--- config.mk ---
export PLATFORM = sky130hd
export DESIGN_NAME = dma_chan
export DESIGN_NICKNAME = d
export VERILOG_FILES = /design/src/rtl/dma_pkg.sv /design/src/rtl/dma_cfg_decode.sv /design/src/rtl/dma_addr_step.sv /design/src/rtl/dma_req_sense.sv /design/src/rtl/dma_chan.sv
export SDC_FILE = /design/constraint.sdc
export NUM_CORES = 1
export LEC_CHECK = 0
export ABC_AREA = 1
export BUFFER_PORTS_ARGS = -buffer_cell sky130_fd_sc_hd__buf_2
export CAP_MARGIN = 20
export CORE_ASPECT_RATIO = 0.5
export CORE_UTILIZATION = 62
export DETAILED_ROUTE_END_ITERATION = 6
export PLACE_DENSITY = 0.88
export SYNTH_ARGS = -nofsm -noshare
export SYNTH_HDL_FRONTEND = slang
export SYNTH_SLANG_ARGS = --single-unit
--- constraint.sdc ---
create_clock -name clk -period 8.1 [get_ports clk]
set_clock_uncertainty 0.15 [all_clocks]
set_input_delay 0 -clock clk [delete_from_list [all_inputs] [get_ports clk]]
set_output_delay 0 -clock clk [all_outputs]
set_load 0.05 [all_outputs]
--- src/rtl/dma_pkg.sv ---
package dma_pkg;
  localparam int CTL_W    = 13;
  localparam int DW       = 32;
  localparam int N_PERIPH = 8;
  localparam int PIDX_W   = $clog2(N_PERIPH);

  typedef enum logic [1:0] {AM_FIX = 2'b00, AM_INC = 2'b01, AM_DEC = 2'b10, AM_BAD = 2'b11} amode_t;
  typedef enum logic [1:0] {SZ_B = 2'b00, SZ_W = 2'b01, SZ_L = 2'b10, SZ_BAD = 2'b11} usize_t;
  typedef enum logic [2:0] {RQ_EXT_DUAL, RQ_EXT_M2D, RQ_EXT_D2M, RQ_AUTO, RQ_PERIPH, RQ_BAD} rsrc_t;
  typedef enum logic [2:0] {ST_IDLE, ST_WAIT, ST_ARB, ST_RD, ST_WR, ST_SGL} st_t;

  typedef struct packed {
    amode_t            smode;
    amode_t            dmode;
    usize_t            size;
    rsrc_t             kind;
    logic [PIDX_W-1:0] pidx;
    logic              edge_mode;
    logic              burst;
    logic              ie;
  } cfg_t;

  function automatic logic [2:0] size_bytes(usize_t s);
    case (s)
      SZ_W:    return 3'd2;
      SZ_L:    return 3'd4;
      default: return 3'd1;
    endcase
  endfunction
endpackage

--- src/rtl/dma_cfg_decode.sv ---
module dma_cfg_decode
  import dma_pkg::*;
#(
  parameter int AW = 32,
  parameter int CW = 16
) (
  input  logic [CTL_W-1:0] ctl,
  input  logic [AW-1:0]    src,
  input  logic [AW-1:0]    dst,
  input  logic [CW-1:0]    cnt,
  output cfg_t             cfg,
  output logic             legal
);
  logic [3:0] rs;
  logic [1:0] amask;

  always_comb begin
    rs            = ctl[9:6];
    cfg.smode     = amode_t'(ctl[1:0]);
    cfg.dmode     = amode_t'(ctl[3:2]);
    cfg.size      = usize_t'(ctl[5:4]);
    cfg.edge_mode = ctl[10];
    cfg.burst     = ctl[11];
    cfg.ie        = ctl[12];
    cfg.pidx      = '0;
    case (rs)
      4'b0000: cfg.kind = RQ_EXT_DUAL;
      4'b0010: cfg.kind = RQ_EXT_M2D;
      4'b0011: cfg.kind = RQ_EXT_D2M;
      4'b0100: cfg.kind = RQ_AUTO;
      4'b0110, 4'b0111, 4'b1000, 4'b1001,
      4'b1010, 4'b1011, 4'b1100, 4'b1101: begin
        cfg.kind = RQ_PERIPH;
        cfg.pidx = PIDX_W'(rs - 4'd6);
      end
      default: cfg.kind = RQ_BAD;
    endcase
    case (cfg.size)
      SZ_W:    amask = 2'b01;
      SZ_L:    amask = 2'b11;
      default: amask = 2'b00;
    endcase
    legal = (cfg.smode != AM_BAD) && (cfg.dmode != AM_BAD) &&
            (cfg.size != SZ_BAD) && (cfg.kind != RQ_BAD) && (cnt != '0) &&
            ((src[1:0] & amask) == 2'b00) && ((dst[1:0] & amask) == 2'b00);
  end
endmodule

--- src/rtl/dma_addr_step.sv ---
module dma_addr_step
  import dma_pkg::*;
#(
  parameter int AW = 32
) (
  input  logic          clk,
  input  logic          rst_n,
  input  logic          load,
  input  logic [AW-1:0] init,
  input  logic          adv,
  input  amode_t        mode,
  input  usize_t        size,
  output logic [AW-1:0] addr
);
  logic [AW-1:0] step;
  assign step = AW'(size_bytes(size));

  always_ff @(posedge clk) begin
    if (!rst_n) begin
      addr <= '0;
    end else if (load) begin
      addr <= init;
    end else if (adv) begin
      case (mode)
        AM_INC:  addr <= addr + step;
        AM_DEC:  addr <= addr - step;
        default: addr <= addr;
      endcase
    end
  end
endmodule

--- src/rtl/dma_req_sense.sv ---
module dma_req_sense
  import dma_pkg::*;
(
  input  logic                clk,
  input  logic                rst_n,
  input  logic                active,
  input  cfg_t                cfg,
  input  logic                ext_req_n,
  input  logic [N_PERIPH-1:0] periph_req,
  input  logic                consume,
  output logic                req_now,
  output logic                keep_bus
);
  logic prev_n, edge_flag, fall, is_ext;

  assign fall   = prev_n & ~ext_req_n;
  assign is_ext = (cfg.kind == RQ_EXT_DUAL) || (cfg.kind == RQ_EXT_M2D) ||
                  (cfg.kind == RQ_EXT_D2M);

  always_ff @(posedge clk) begin
    if (!rst_n) begin
      prev_n    <= 1'b1;
      edge_flag <= 1'b0;
    end else begin
      prev_n <= ext_req_n;
      if (!active) edge_flag <= 1'b0;
      else         edge_flag <= fall | (edge_flag & ~consume);
    end
  end

  always_comb begin
    case (cfg.kind)
      RQ_AUTO:   req_now = 1'b1;
      RQ_PERIPH: req_now = periph_req[cfg.pidx];
      RQ_EXT_DUAL, RQ_EXT_M2D, RQ_EXT_D2M:
                 req_now = cfg.edge_mode ? edge_flag : ~ext_req_n;
      default:   req_now = 1'b0;
    endcase
    keep_bus = (is_ext && cfg.edge_mode) ? 1'b1 : req_now;
  end
endmodule

--- src/rtl/dma_chan.sv ---
module dma_chan
  import dma_pkg::*;
#(
  parameter int AW = 32,
  parameter int CW = 16
) (
  input  logic                clk,
  input  logic                rst_n,
  input  logic                start,
  input  logic [CTL_W-1:0]    ctl,
  input  logic [AW-1:0]       src_init,
  input  logic [AW-1:0]       dst_init,
  input  logic [CW-1:0]       cnt_init,
  input  logic                ext_req_n,
  input  logic [N_PERIPH-1:0] periph_req,
  output logic                bus_req,
  input  logic                bus_gnt,
  output logic                mem_valid,
  input  logic                mem_ready,
  output logic                mem_we,
  output logic [1:0]          mem_size,
  output logic [AW-1:0]       mem_addr,
  output logic [DW-1:0]       mem_wdata,
  input  logic [DW-1:0]       mem_rdata,
  output logic                dack,
  output logic                busy,
  output logic                done,
  output logic                addr_err,
  output logic                irq
);
  st_t           st_q, st_d, first_st;
  cfg_t          cfg_d, cfg_q;
  logic          legal, load, unit_end, last, consume, req_now, keep_bus;
  logic          single, d2m;
  logic [CW-1:0] cnt_q;
  logic [DW-1:0] hold_q;
  logic [AW-1:0] addr_q [2];
  logic [AW-1:0] src_a, dst_a;

  dma_cfg_decode #(.AW(AW), .CW(CW)) u_dec (
    .ctl(ctl), .src(src_init), .dst(dst_init), .cnt(cnt_init),
    .cfg(cfg_d), .legal(legal)
  );

  assign load     = start && (st_q == ST_IDLE) && legal;
  assign unit_end = mem_valid && mem_ready && ((st_q == ST_WR) || (st_q == ST_SGL));
  assign last     = (cnt_q == CW'(1));
  assign consume  = (st_q == ST_WAIT) && req_now;
  assign single   = (cfg_q.kind == RQ_EXT_M2D) || (cfg_q.kind == RQ_EXT_D2M);
  assign d2m      = (cfg_q.kind == RQ_EXT_D2M);
  assign first_st = single ? ST_SGL : ST_RD;

  for (genvar i = 0; i < 2; i++) begin : g_addr
    dma_addr_step #(.AW(AW)) u_step (
      .clk(clk), .rst_n(rst_n), .load(load),
      .init(i == 0 ? src_init : dst_init),
      .adv(unit_end),
      .mode(i == 0 ? cfg_q.smode : cfg_q.dmode),
      .size(cfg_q.size),
      .addr(addr_q[i])
    );
  end
  assign src_a = addr_q[0];
  assign dst_a = addr_q[1];

  dma_req_sense u_req (
    .clk(clk), .rst_n(rst_n), .active(st_q != ST_IDLE), .cfg(cfg_q),
    .ext_req_n(ext_req_n), .periph_req(periph_req), .consume(consume),
    .req_now(req_now), .keep_bus(keep_bus)
  );

  always_comb begin
    st_d = st_q;
    case (st_q)
      ST_IDLE: if (start && legal) st_d = ST_WAIT;
      ST_WAIT: if (req_now) st_d = ST_ARB;
      ST_ARB:  if (bus_gnt) st_d = first_st;
      ST_RD:   if (mem_ready) st_d = ST_WR;
      ST_WR, ST_SGL:
        if (mem_ready) begin
          if (last)                           st_d = ST_IDLE;
          else if (cfg_q.burst && keep_bus)   st_d = first_st;
          else                                st_d = ST_WAIT;
        end
      default: st_d = ST_IDLE;
    endcase
  end

  always_ff @(posedge clk) begin
    if (!rst_n) begin
      st_q     <= ST_IDLE;
      cfg_q    <= '0;
      cnt_q    <= '0;
      hold_q   <= '0;
      done     <= 1'b0;
      addr_err <= 1'b0;
      irq      <= 1'b0;
    end else begin
      st_q <= st_d;
      if (start && (st_q == ST_IDLE)) begin
        done     <= 1'b0;
        irq      <= 1'b0;
        addr_err <= ~legal;
      end
      if (load) begin
        cfg_q <= cfg_d;
        cnt_q <= cnt_init;
      end
      if ((st_q == ST_RD) && mem_ready) hold_q <= mem_rdata;
      if (unit_end) begin
        cnt_q <= cnt_q - CW'(1);
        if (last) begin
          done <= 1'b1;
          irq  <= cfg_q.ie;
        end
      end
    end
  end

  assign busy      = (st_q != ST_IDLE);
  assign bus_req   = (st_q == ST_ARB) || (st_q == ST_RD) || (st_q == ST_WR) || (st_q == ST_SGL);
  assign mem_valid = (st_q == ST_RD) || (st_q == ST_WR) || (st_q == ST_SGL);
  assign mem_we    = (st_q == ST_WR) || ((st_q == ST_SGL) && d2m);
  assign mem_addr  = mem_we ? dst_a : src_a;
  assign mem_size  = cfg_q.size;
  assign mem_wdata = hold_q;
  assign dack      = (st_q == ST_SGL);


  valid_hold_chk: assert property (@(posedge clk) disable iff (!rst_n)
    (mem_valid && !mem_ready) |=> (mem_valid && $stable(mem_addr) && $stable(mem_we)));

  err_quiet_chk: assert property (@(posedge clk) disable iff (!rst_n)
    addr_err |-> (!bus_req && !mem_valid && !busy));

  cnt_end_chk: assert property (@(posedge clk) disable iff (!rst_n)
    $rose(done) |-> (!busy && cnt_q == '0));

  irq_done_chk: assert property (@(posedge clk) disable iff (!rst_n)
    irq |-> done);

  steal_release_chk: assert property (@(posedge clk) disable iff (!rst_n)
    (unit_end && !cfg_q.burst) |=> !bus_req);

  burst_hold_chk: assert property (@(posedge clk) disable iff (!rst_n)
    (unit_end && cfg_q.burst && !last && keep_bus) |=> bus_req);

  src_step_chk: assert property (@(posedge clk) disable iff (!rst_n)
    (unit_end && cfg_q.smode == AM_INC) |=> (src_a == $past(src_a) + AW'(size_bytes(cfg_q.size))));
endmodule

After elaboration in Yosys (flattened, before gate mapping)
Cells that the tools add are included.

cells by class
  $add $sub $neg = 6
  multiplexer cells = 33
  reduce and logical (&&, ||, !) cells = 43
  $lt $le $gt $ge = 1
  equal/unequal tests = 38
  bitwise gates (word level) = 8
  shifts and indexed selects = 0
  multiply operators = 0
  div/mod/pow operators = 0

operator list
  cell                                                                  count
  32-bit two-way mux                                                    5
  32-bit case mux with 2 select lines                                   2
  32-bit by 3-bit adder with 32-bit output                              2
  32-bit by 3-bit subtractor with 32-bit output                         2
  16-bit two-way mux                                                    2
  3-bit case mux with 5 select lines                                    2
  3-bit two-way mux                                                     9
  4-bit == test, second input constant                                  6
  16-bit by 1-bit == test with 1-bit output, second input constant      1
  1-bit logical AND                                                     16
  16-bit nonzero test                                                   1
  16-bit by 1-bit subtractor with 16-bit output, second input constant  1
  2-bit inequality test, second input constant                          7
  3-bit by 2-bit == test with 1-bit output, second input constant       4
  4-bit by 3-bit == test with 1-bit output, second input constant       3
  1-bit logical OR                                                      10
  3-bit == test, second input constant                                  3
  1-bit two-way mux                                                     9
  3-bit nonzero test                                                    3
  2-bit by 1-bit == test with 1-bit output, second input constant       4
  2-bit == test, second input constant                                  4
  4-bit by 2-bit == test with 1-bit output, second input constant       2
  8-bit OR reduction                                                    1
  3-bit by 1-bit == test with 1-bit output, second input constant       2
  20 further kinds                                                      28

word-level totals
  memory bits (writable) = 0
  latch bits = 0
  register bits after elaboration = 135
  input bits = 139
  memories kept = 0
  output and inout port bits = 74
  ROM bits = 0

Longest topological paths before layout
Gate-level depths: netlist of run 1.

  depth after elaboration = 11
  depth in mapped cells = 20

Cells and area by module
From an unflattened synthesis of run 1, not the netlist that was laid out.

unflattened totals
  cell total of the unflattened synthesis = 1979
  area, all modules = 11678.7 µm²

modules (own cells, without submodules)
  module                             cells an instance  area each (µm²)  times used  sequential area each (µm²)
  dma_addr_step at g_addr[1].u_step  661                3849.9           1           640.6
  dma_addr_step at g_addr[0].u_step  658                3749.8           1           640.6
  dma_chan                           552                3535.9           1           1381.3
  dma_cfg_decode                     71                 342.8            1           0.0
  dma_req_sense                      37                 200.2            1           40.0

Worst setup path after synthesis of run 1
OpenSTA, ideal clock, no wires.

  kind = reg-to-reg
  start point = reg cfg_q[12] (netlist bit)
  end point = reg g_addr[1].u_step.addr[9]
  path slack = 4.819 ns
  buffers on the path = 0
  data required time = 7.840 ns
  arrival time = 3.021 ns
  stages on the path, launching flop included = 16
  path through = dfxtp_1 -> inv_1 -> nor2_1 -> o21ai_0 -> ha_1 -> nand2_1 -> nand2_1 -> nand2_1 -> nand3_1 -> nand2_1 -> nand2_1 -> or2_2 -> nand3_1 -> o211ai_1 -> nand2_1 -> inv_1

on the way
  longest elaborated chain between the ends = 4
  elaborated cells on any way between the ends = 7
  those cells by class = eq/ne (2); mux (3); reduce/logical (2)

RTL lines
  what                                                                              RTL line             text
  start: declaration                                                                dma_chan.sv:32       cfg_t cfg_d, cfg_q;
  start signal: assignment                                                          dma_chan.sv:106      cfg_q <= cfg_d;
  2-bit == test / 2-bit by 1-bit == test with 1-bit output (equally long branches)  dma_addr_step.sv:24  case (mode)
  32-bit case mux with 2 select lines                                               dma_addr_step.sv:24
  32-bit two-way mux                                                                dma_addr_step.sv:23  end else if (adv) begin
  32-bit two-way mux                                                                dma_addr_step.sv:21  end else if (load) begin
  end signal: assignment                                                            dma_addr_step.sv:22  addr <= init;
  end signal: assignment                                                            dma_addr_step.sv:25  AM_INC: addr <= addr + step;
  end signal: assignment                                                            dma_addr_step.sv:26  AM_DEC: addr <= addr - step;
  end: declaration                                                                  dma_addr_step.sv:13  output logic [AW-1:0] addr

Several ways; a longest one is shown, not always the timed one. The select of a mux whose other input is x is not followed.
A chain may end at the register's enable or synchronous reset.

Final worst setup path of run 1
  start point = in cnt_init[5]
  end point = reg g_addr[1].u_step.addr[9]

on the way
  longest elaborated chain between the ends = 7
  elaborated cells on any way between the ends = 9
  those cells by class = mux (1); reduce/logical (8)

RTL lines
  what                                                                              RTL line              text
  start: declaration                                                                dma_chan.sv:13        input logic [CW-1:0] cnt_init,
  16-bit nonzero test *                                                             dma_cfg_decode.sv:44  (cfg.size != SZ_BAD) && (cfg.kind != RQ_BAD) && (cnt != '0) &&
  1-bit logical AND * (2 in a row)                                                  dma_cfg_decode.sv:44
  1-bit logical AND *                                                               dma_cfg_decode.sv:45  ((src[1:0] & amask) == 2'b00) && ((dst[1:0] & amask) == 2'b00);
  1-bit logical AND *                                                               dma_chan.sv:45        assign load = start && (st_q == ST_IDLE) && legal;
  3-bit nonzero test (no source line) / 2-bit nonzero test (equally long branches)  -
  2-bit AND reduction (no source line)                                              -

Mark *: on every way between the ends. The rest lies on a longest branch, timed or not.

==> impl_metrics.py, run 1 <==
metrics = {
    "global_routing": {
        "overflow_left_after_global_routing": 0,
        "grt_pass1_vias": 14400,
        "grt_antenna_before_repair": 1,
        "grt_first_pass_wirelength_um": 72600,
        "grt_start_max_net_pins": 89,
        "globalRouteTotalUtil": 0.474,
    },
    "yosys": {
        "synth_enable_flop_cells": 0,
        "mappedNetlistArea_um2": 11500,
        "synthesis.nets": 2238,
        "synth.lib_cells_used.distinct": 49,
        "seq_area_frac_synth": 0.234,
        "synthesis.area_per_instance_um2": 5.69,
        "postSynthRegisterBits": 135,
        "synthesis.yosys.warnings": 0,
        "synth_top_flop_cell": "sky130_fd_sc_hd__dfxtp_1",
        "postSynthCellCount": 2027,
        "synthArstFlopShare": 0,
    },
    "die": {
        "ios": 213,
        "overall_die_area_um2": 19200,
        "fp.dieH_um": 98.4,
        "placementRows": 34,
        "die-width_um": 195,
        "floorplan.initialDensity": 0.649,
        "core_ar_um2": 17800,
    },
    "timing": {
        "finalCriticalPeriod_ns": 3.70,
        "grt_setup_unrepaired": "false",
        "finalSetupViolations": 0,
        "slew_viol_final": 0,
        "totalNegativeSetupSlack_ns": 0,
        "tightestPinTransition_ns": 1.03,
        "fmax_ghz": 0.270,
        "slew_margin_rel": 0.312,
        "period_share": 0.457,
        "final_hold_viol_count": 0,
    },
    "clocking": {
        "tritoncts_clock_tree": "built",
        "cts_hold_buf": 166,
        "cts-resized-gates": 0,
        "clock_latency_ns": 0.45,
        "cts-root-to-sink-buffers": 2,
        "numClockSinks": 135,
        "worst_setup_hold_path_clk_slew_ns": 0.08,
        "h_tree_lvls": 4,
        "cts.root.buffer_cell": "sky130_fd_sc_hd__clkbuf_16",
        "cts.repair_timing.setup_buffer_count": 0,
        "cts_buffers": 17,
    },
    "setup_path": {
        "peak_fanout_along_the_critical_path": 88,
        "path_class": "primary input to register",
        "critical_path.top_delay_family": "buffers and inverters",
        "worst-path-buf-inv": 5,
        "cp_slowest_stage_delay_ns": 0.79,
        "timing.critical_path.cells": "dlygate4sd3_1 -> buf_2 -> nor2_1 -> nand2_1 -> nor2_1 -> nand2_1 -> nand4_4 -> buf_4 -> nand2_2 -> o211ai_1 -> nand2_1 -> dlygate4sd3_1 -> inv_1",
        "endpoint_kind": "register",
        "timing.critical_path.mode_cell": "sky130_fd_sc_hd__nand2_1",
        "cp_data_arrival_time_ns": 3.94,
        "startpoint_type": "primary input",
        "critical-path-slowest-cell": "sky130_fd_sc_hd__buf_4",
        "crit_required_ns": 8.34,
    },
    "final_layout": {
        "commonest_cells_after_routing_fill_and_taps_aside": "sky130_fd_sc_hd__nand2_1, sky130_fd_sc_hd__inv_1, sky130_fd_sc_hd__buf_2",
        "finalNetCount": 2581,
        "nFillCells": 1178,
        "syn_to_final_growth_pct": 29.0,
        "final_layout_size_suffix_gt1_frac": 0.117,
        "seqCellArea_um2": 2700,
        "num_antenna_cells": 0,
        "multi_input_comb_area_um2": 7320,
        "final_common_cell": "sky130_fd_sc_hd__nand2_1",
    },
    "power_and_ir_drop": {
        "leakagePower_uw": 0.00793,
        "total_power_uw": 2160,
        "power_density_nw_per_um2": 145,
        "irDropWorstVdd_v": 0.000178,
    },
    "route": {
        "vias_cell": 5.86,
        "drt_iter0_drc": 2295,
        "drc_violations": 1,
        "total_routed_wire_length_on_the_met1_layer_um": 17200,
        "vias": 15300,
        "met3_wirelength_um": 5870,
        "detail_route.wl_per_cell_um": 17.4,
        "drtAntennaViolNets": 0,
        "top_signal_layer_used": "met4",
        "drt_pass1_iterations": 7,
        "finalWirelength_um": 45500,
        "route.met2.wl_um": 19200,
    },
    "place": {
        "port_buffers": 212,
        "dp_hpwl_um": 26600,
        "gp_routability_congestion": 0.976,
    },
    "job": {
        "cap_viol_max_count": 0,
    },
    "outcome": {
        "failed_checks": "DRC",
        "run_status": "finished, violations left",
    },
    "hold_path": {
        "hold_path_class": "primary input to register",
    },
}
[metal layers]
metal | up-vias | global-route usage
met5 | - | 0
met4 | 0 | 0.302
met3 | 359 | 0.118
met2 | 1253 | 0.745
met1 | 6642 | 0.588
li1 | 7071 | -
[worst reg2reg max path: cells and delay by family (launching register included)]
family                 cells  cell delay, ns
AO/OA/AOI/OAI              1            0.36
buffers and inverters      4            1.57
flip-flops                 1            0.55
AND/OR/NAND/NOR            5            0.96
[through the flow]
step                      hold WS (ns)  cell area [um^2]  setup WS, ns  cells   util
after CTS                      0.00226             14900          4.70   2617  0.837
final                           0.0205             14900          4.40   2617  0.837
after floorplan                -0.0413             11500          4.82   2027      -
after global routing            0.0606             14900          4.29   2617  0.837
after detailed placement        0.0592             12600          4.94   2419  0.710
after global placement          0.0619             12600          4.99   2419  0.710
[final timing paths]
check,startpoint,to,cells past startpoint,slack [ns]
worst max-delay path,cnt_init[5],g_addr[1].u_step.addr[9],13,4.40
worst min-delay path,mem_ready,mem_wdata[16],3,0.02
worst min register to register,mem_wdata[4],mem_wdata[4],2,0.32
worst max register to register,st_q[0],g_addr[1].u_step.addr[9],10,4.45
[registers in the layout (all words and copies together), names as in the netlist, 2 cells and up]
register	count
cfg_q	13
cnt_q	16
g_addr.u_step.addr	64
mem_size	2
mem_wdata	32
st_q	3
[layout make-up]
type | count | share of cell area
multi-input combinational | 1510 | 0.492
timing repair buffer | 385 | 0.187
sequential | 135 | 0.182
inverter | 321 | 0.0810
clock buffer | 17 | 0.0286
tap | 234 | 0.0197
clock inverter | 15 | 0.0108
[synth_stat cells, types with 2 or more instances]
| master | instances | share of area |
|---|---|---|
| sky130_fd_sc_hd__nand2_1 | 753 | 0.25 |
| sky130_fd_sc_hd__inv_1 | 312 | 0.10 |
| sky130_fd_sc_hd__nand3_1 | 172 | 0.075 |
| sky130_fd_sc_hd__nor2_1 | 147 | 0.048 |
| sky130_fd_sc_hd__a21oi_1 | 140 | 0.061 |
| sky130_fd_sc_hd__dfxtp_1 | 135 | 0.23 |
| sky130_fd_sc_hd__o21ai_0 | 78 | 0.034 |
| sky130_fd_sc_hd__ha_1 | 70 | 0.076 |
| sky130_fd_sc_hd__clkbuf_1 | 34 | 0.011 |
| sky130_fd_sc_hd__a31oi_1 | 19 | 0.010 |
| sky130_fd_sc_hd__xor2_1 | 17 | 0.013 |
| sky130_fd_sc_hd__nand4_1 | 15 | 0.0081 |
| sky130_fd_sc_hd__buf_2 | 12 | 0.0052 |
| sky130_fd_sc_hd__xnor2_1 | 11 | 0.0084 |
| sky130_fd_sc_hd__o21ai_1 | 10 | 0.0043 |
| sky130_fd_sc_hd__nor3_1 | 9 | 0.0039 |
| sky130_fd_sc_hd__buf_4 | 8 | 0.0052 |
| sky130_fd_sc_hd__inv_2 | 8 | 0.0026 |
| sky130_fd_sc_hd__buf_6 | 6 | 0.0059 |
| sky130_fd_sc_hd__nand3b_1 | 6 | 0.0039 |
| sky130_fd_sc_hd__o22ai_1 | 6 | 0.0033 |
| sky130_fd_sc_hd__and2_1 | 5 | 0.0027 |
| sky130_fd_sc_hd__o21bai_1 | 5 | 0.0033 |
| sky130_fd_sc_hd__or2_2 | 5 | 0.0027 |
| sky130_fd_sc_hd__and3_1 | 4 | 0.0022 |
| sky130_fd_sc_hd__o211ai_1 | 4 | 0.0026 |
| sky130_fd_sc_hd__nor2_2 | 3 | 0.0016 |
| sky130_fd_sc_hd__nor2_4 | 3 | 0.0029 |
| sky130_fd_sc_hd__nor4_1 | 3 | 0.0016 |
| sky130_fd_sc_hd__or2_1 | 3 | 0.0016 |
| sky130_fd_sc_hd__a22oi_1 | 2 | 0.0013 |
| sky130_fd_sc_hd__fa_1 | 2 | 0.0035 |
| sky130_fd_sc_hd__nand2_2 | 2 | 0.0011 |
| sky130_fd_sc_hd__nand2_4 | 2 | 0.0020 |
| sky130_fd_sc_hd__nor3b_1 | 2 | 0.0013 |
[report_power, final]
group / internal (uW) / switching [uW] / total (uW) / leakage, uW
Clock: 436 / 383 / 819 / 0.000280
Sequential: 696 / 38.0 / 734 / 0.00109
Combinational: 206 / 403 / 609 / 0.00656
[logic make-up after synthesis]
family,after synthesis,synth area share
AND/OR/NAND/NOR,1138,0.408
buffers and inverters,382,0.132
AO/OA/AOI/OAI,272,0.125
flip-flops,135,0.234
adder cells (fa/ha/maj),72,0.0794
XOR/XNOR,28,0.0213
(Power assumes the default switching activity.)
==> run 2, diff against run 1 <==
--- a/config.mk
+++ b/config.mk
@@ -9,9 +9,9 @@
 export BUFFER_PORTS_ARGS = -buffer_cell sky130_fd_sc_hd__buf_2
 export CAP_MARGIN = 20
 export CORE_ASPECT_RATIO = 0.5
-export CORE_UTILIZATION = 62
+export CORE_UTILIZATION = 52
 export DETAILED_ROUTE_END_ITERATION = 6
-export PLACE_DENSITY = 0.88
+export PLACE_DENSITY = 0.78
 export SYNTH_ARGS = -nofsm -noshare
 export SYNTH_HDL_FRONTEND = slang
 export SYNTH_SLANG_ARGS = --single-unit
==> constraint.sdc (replaced) <==
create_clock -name clk -period 3.2 [get_ports clk]
set_clock_uncertainty 0.15 [all_clocks]
set_input_delay 0 -clock clk [delete_from_list [all_inputs] [get_ports clk]]
set_output_delay 0 -clock clk [all_outputs]
set_load 0.05 [all_outputs]
==> run 2 against run 1 <==
The run still ends with DRC left. Flip-flop and latch count is the same. Combinational power rose by 150%. Worst setup slack worse by 4.2 ns. First-iteration DRC count is 26% lower. Critical endpoint is now g_addr[0].u_step.addr[11]. Largest power group unchanged. Highest routed layer unchanged.
==> impl_metrics.py, run 2 (synthesized netlist as in run 1, its figures left out) <==
metrics = {
    "power_and_ir_drop": {
        "power_density_nw_per_um2": 360,
        "leakagePower_uw": 0.00814,
        "irDropWorstVdd_v": 0.000350,
    },
    "global_routing": {
        "overflow_left_after_global_routing": 0,
        "grt_antenna_before_repair": 0,
        "grt_first_pass_wirelength_um": 68200,
        "globalRouteTotalUtil": 0.383,
        "grt_pass1_vias": 13600,
        "grt_start_max_net_pins": 59,
    },
    "timing": {
        "period_share": 0.948,
        "fmax_ghz": 0.330,
        "slew_margin_rel": 0.280,
        "final_hold_viol_count": 0,
        "slew_viol_final": 0,
        "tightestPinTransition_ns": 1.08,
        "totalNegativeSetupSlack_ns": 0,
        "timing.hold.ws_ns": 0.213,
        "setup_slack_ns": 0.166,
        "finalCriticalPeriod_ns": 3.03,
        "finalSetupViolations": 0,
        "grt_setup_unrepaired": "false",
    },
    "job": {
        "cap_viol_max_count": 0,
    },
    "place": {
        "place_worst_setup_slack_ns": 0.404,
        "gp_routability_congestion": 0.990,
        "port_buffers": 212,
        "placed_cells": 2492,
        "dp_hpwl_um": 28100,
    },
    "setup_path": {
        "startpoint_type": "register",
        "startpoint": "st_q[2]",
        "peak_fanout_along_the_critical_path": 34,
        "timing.critical_path.cells": "inv_2 -> nor2_4 -> inv_2 -> nor2_4 -> inv_2 -> nor2_4 -> inv_2 -> nand2_4 -> buf_6 -> o21ai_0 -> a31oi_1 -> dlygate4sd3_1",
        "cp_slowest_stage_delay_ns": 0.56,
        "worstReg2RegStart": "st_q[2]",
        "timing.critical_path.mode_cell": "sky130_fd_sc_hd__inv_2",
        "endpoint_kind": "register",
        "path_class": "register to register",
        "cp_data_arrival_time_ns": 3.28,
        "crit_required_ns": 3.44,
        "critical_path.top_delay_family": "buffers and inverters",
        "worst-path-buf-inv": 6,
        "critical-path-slowest-cell": "sky130_fd_sc_hd__dlygate4sd3_1",
    },
    "final_layout": {
        "commonest_cells_after_routing_fill_and_taps_aside": "sky130_fd_sc_hd__nand2_1, sky130_fd_sc_hd__inv_1, sky130_fd_sc_hd__buf_2",
        "stdcell_count": 2710,
        "syn_to_final_growth_pct": 32.9,
        "num_antenna_cells": 0,
        "final_common_cell": "sky130_fd_sc_hd__nand2_1",
        "largest_register": "g_addr.u_step.addr",
        "number_of_flip_flops_in_the_largest_register": 64,
        "finalNetCount": 2609,
        "final_layout_size_suffix_gt1_frac": 0.122,
    },
    "route": {
        "vias_cell": 5.41,
        "drc_violations": 6,
        "drtAntennaViolNets": 0,
        "detail_route.wl_per_cell_um": 16.2,
        "drt_pass1_iterations": 7,
        "vias": 14700,
        "finalWirelength_um": 43900,
        "drt_iter0_drc": 1709,
    },
    "clocking": {
        "tritoncts_clock_tree": "built",
        "cts.root.buffer_cell": "sky130_fd_sc_hd__clkbuf_16",
        "clock_latency_ns": 0.46,
        "h_tree_lvls": 4,
        "numClockSinks": 135,
        "cts-root-to-sink-buffers": 2,
        "cts_buffers": 17,
        "worst_setup_hold_path_clk_slew_ns": 0.07,
    },
    "hold_path": {
        "worstHoldStart": "src_init[6]",
        "hold_path_class": "primary input to register",
    },
    "die": {
        "fp.dieH_um": 107,
        "placementRows": 38,
        "die-width_um": 213,
        "overall_die_area_um2": 22800,
        "ios": 213,
        "floorplan.initialDensity": 0.531,
        "core_ar_um2": 21700,
    },
    "outcome": {
        "run_status": "finished, violations left",
        "failed_checks": "DRC",
    },
}
-- run 2: changes by cell type in the layout (fill, tap and decap cells not counted), sizes merged --
cell	change
clkinv	-1
inv	-3
bufinv	+2
clkbuf	+2
buf	+9
dlygate4sd3	+18
-- run 2: area by class of cell --
cell class	instances	area, um^2
flip-flops and latches	135	2700
fillers	1889	6400
repair buffers	413	3080
well taps	300	375
inverters	321	1200
clock buffers	18	439
multi-input cells	1510	7360
clock inverters	13	169
-- run 2: path summary, 6_finish.rpt --
check                               to  slack, ns  cells past startpoint
min           g_addr[0].u_step.addr[6]       0.21                      4
max          g_addr[0].u_step.addr[11]       0.17                     12
max reg2reg  g_addr[0].u_step.addr[11]       0.17                     12
min reg2reg               mem_wdata[9]       0.31                      2
-- run 2: where the power goes --
part           internal (uW)  switching (uW)  total, uW
Clock                   1250             899       2150
Sequential              1760            84.8       1850
Combinational            554             969       1520
-- run 2: repair_timing --
action / 4_1_cts / 5_1_grt
hold buffers: 184 / 0
endpoints found under the hold margin: 135 / 0
gates resized for setup: 0 / 10
setup endpoints to repair: 0 / 9
buffers inserted: 0 / 2
-- run 2: tightest hold or removal path, delay by kind of cell --
| family | cells | cell delay [ns] |
|---|---|---|
| AO/OA/AOI/OAI | 1 | 0.07 |
| AND/OR/NAND/NOR | 1 | 0.05 |
| buffers and inverters | 2 | 0.65 |
-- run 2: per-stage QoR --
step / util / power [uW] / cell area [um^2]
floorplan: - / 2790 / 11500
finish: 0.706 / 5520 / 15300
CTS: 0.701 / 5400 / 15200
detailed placement: 0.589 / 3150 / 12800
global route: 0.706 / 5720 / 15300
global placement: 0.589 / 3140 / 12800
-- run 2: per-layer routing --
| metal | global-route usage | wire length [um] |
|---|---|---|
| met1 | 0.494 | 18500 |
| met2 | 0.605 | 18700 |
| met3 | 0.0785 | 4550 |
| met4 | 0.204 | 2140 |
| met5 | 0 | 0 |
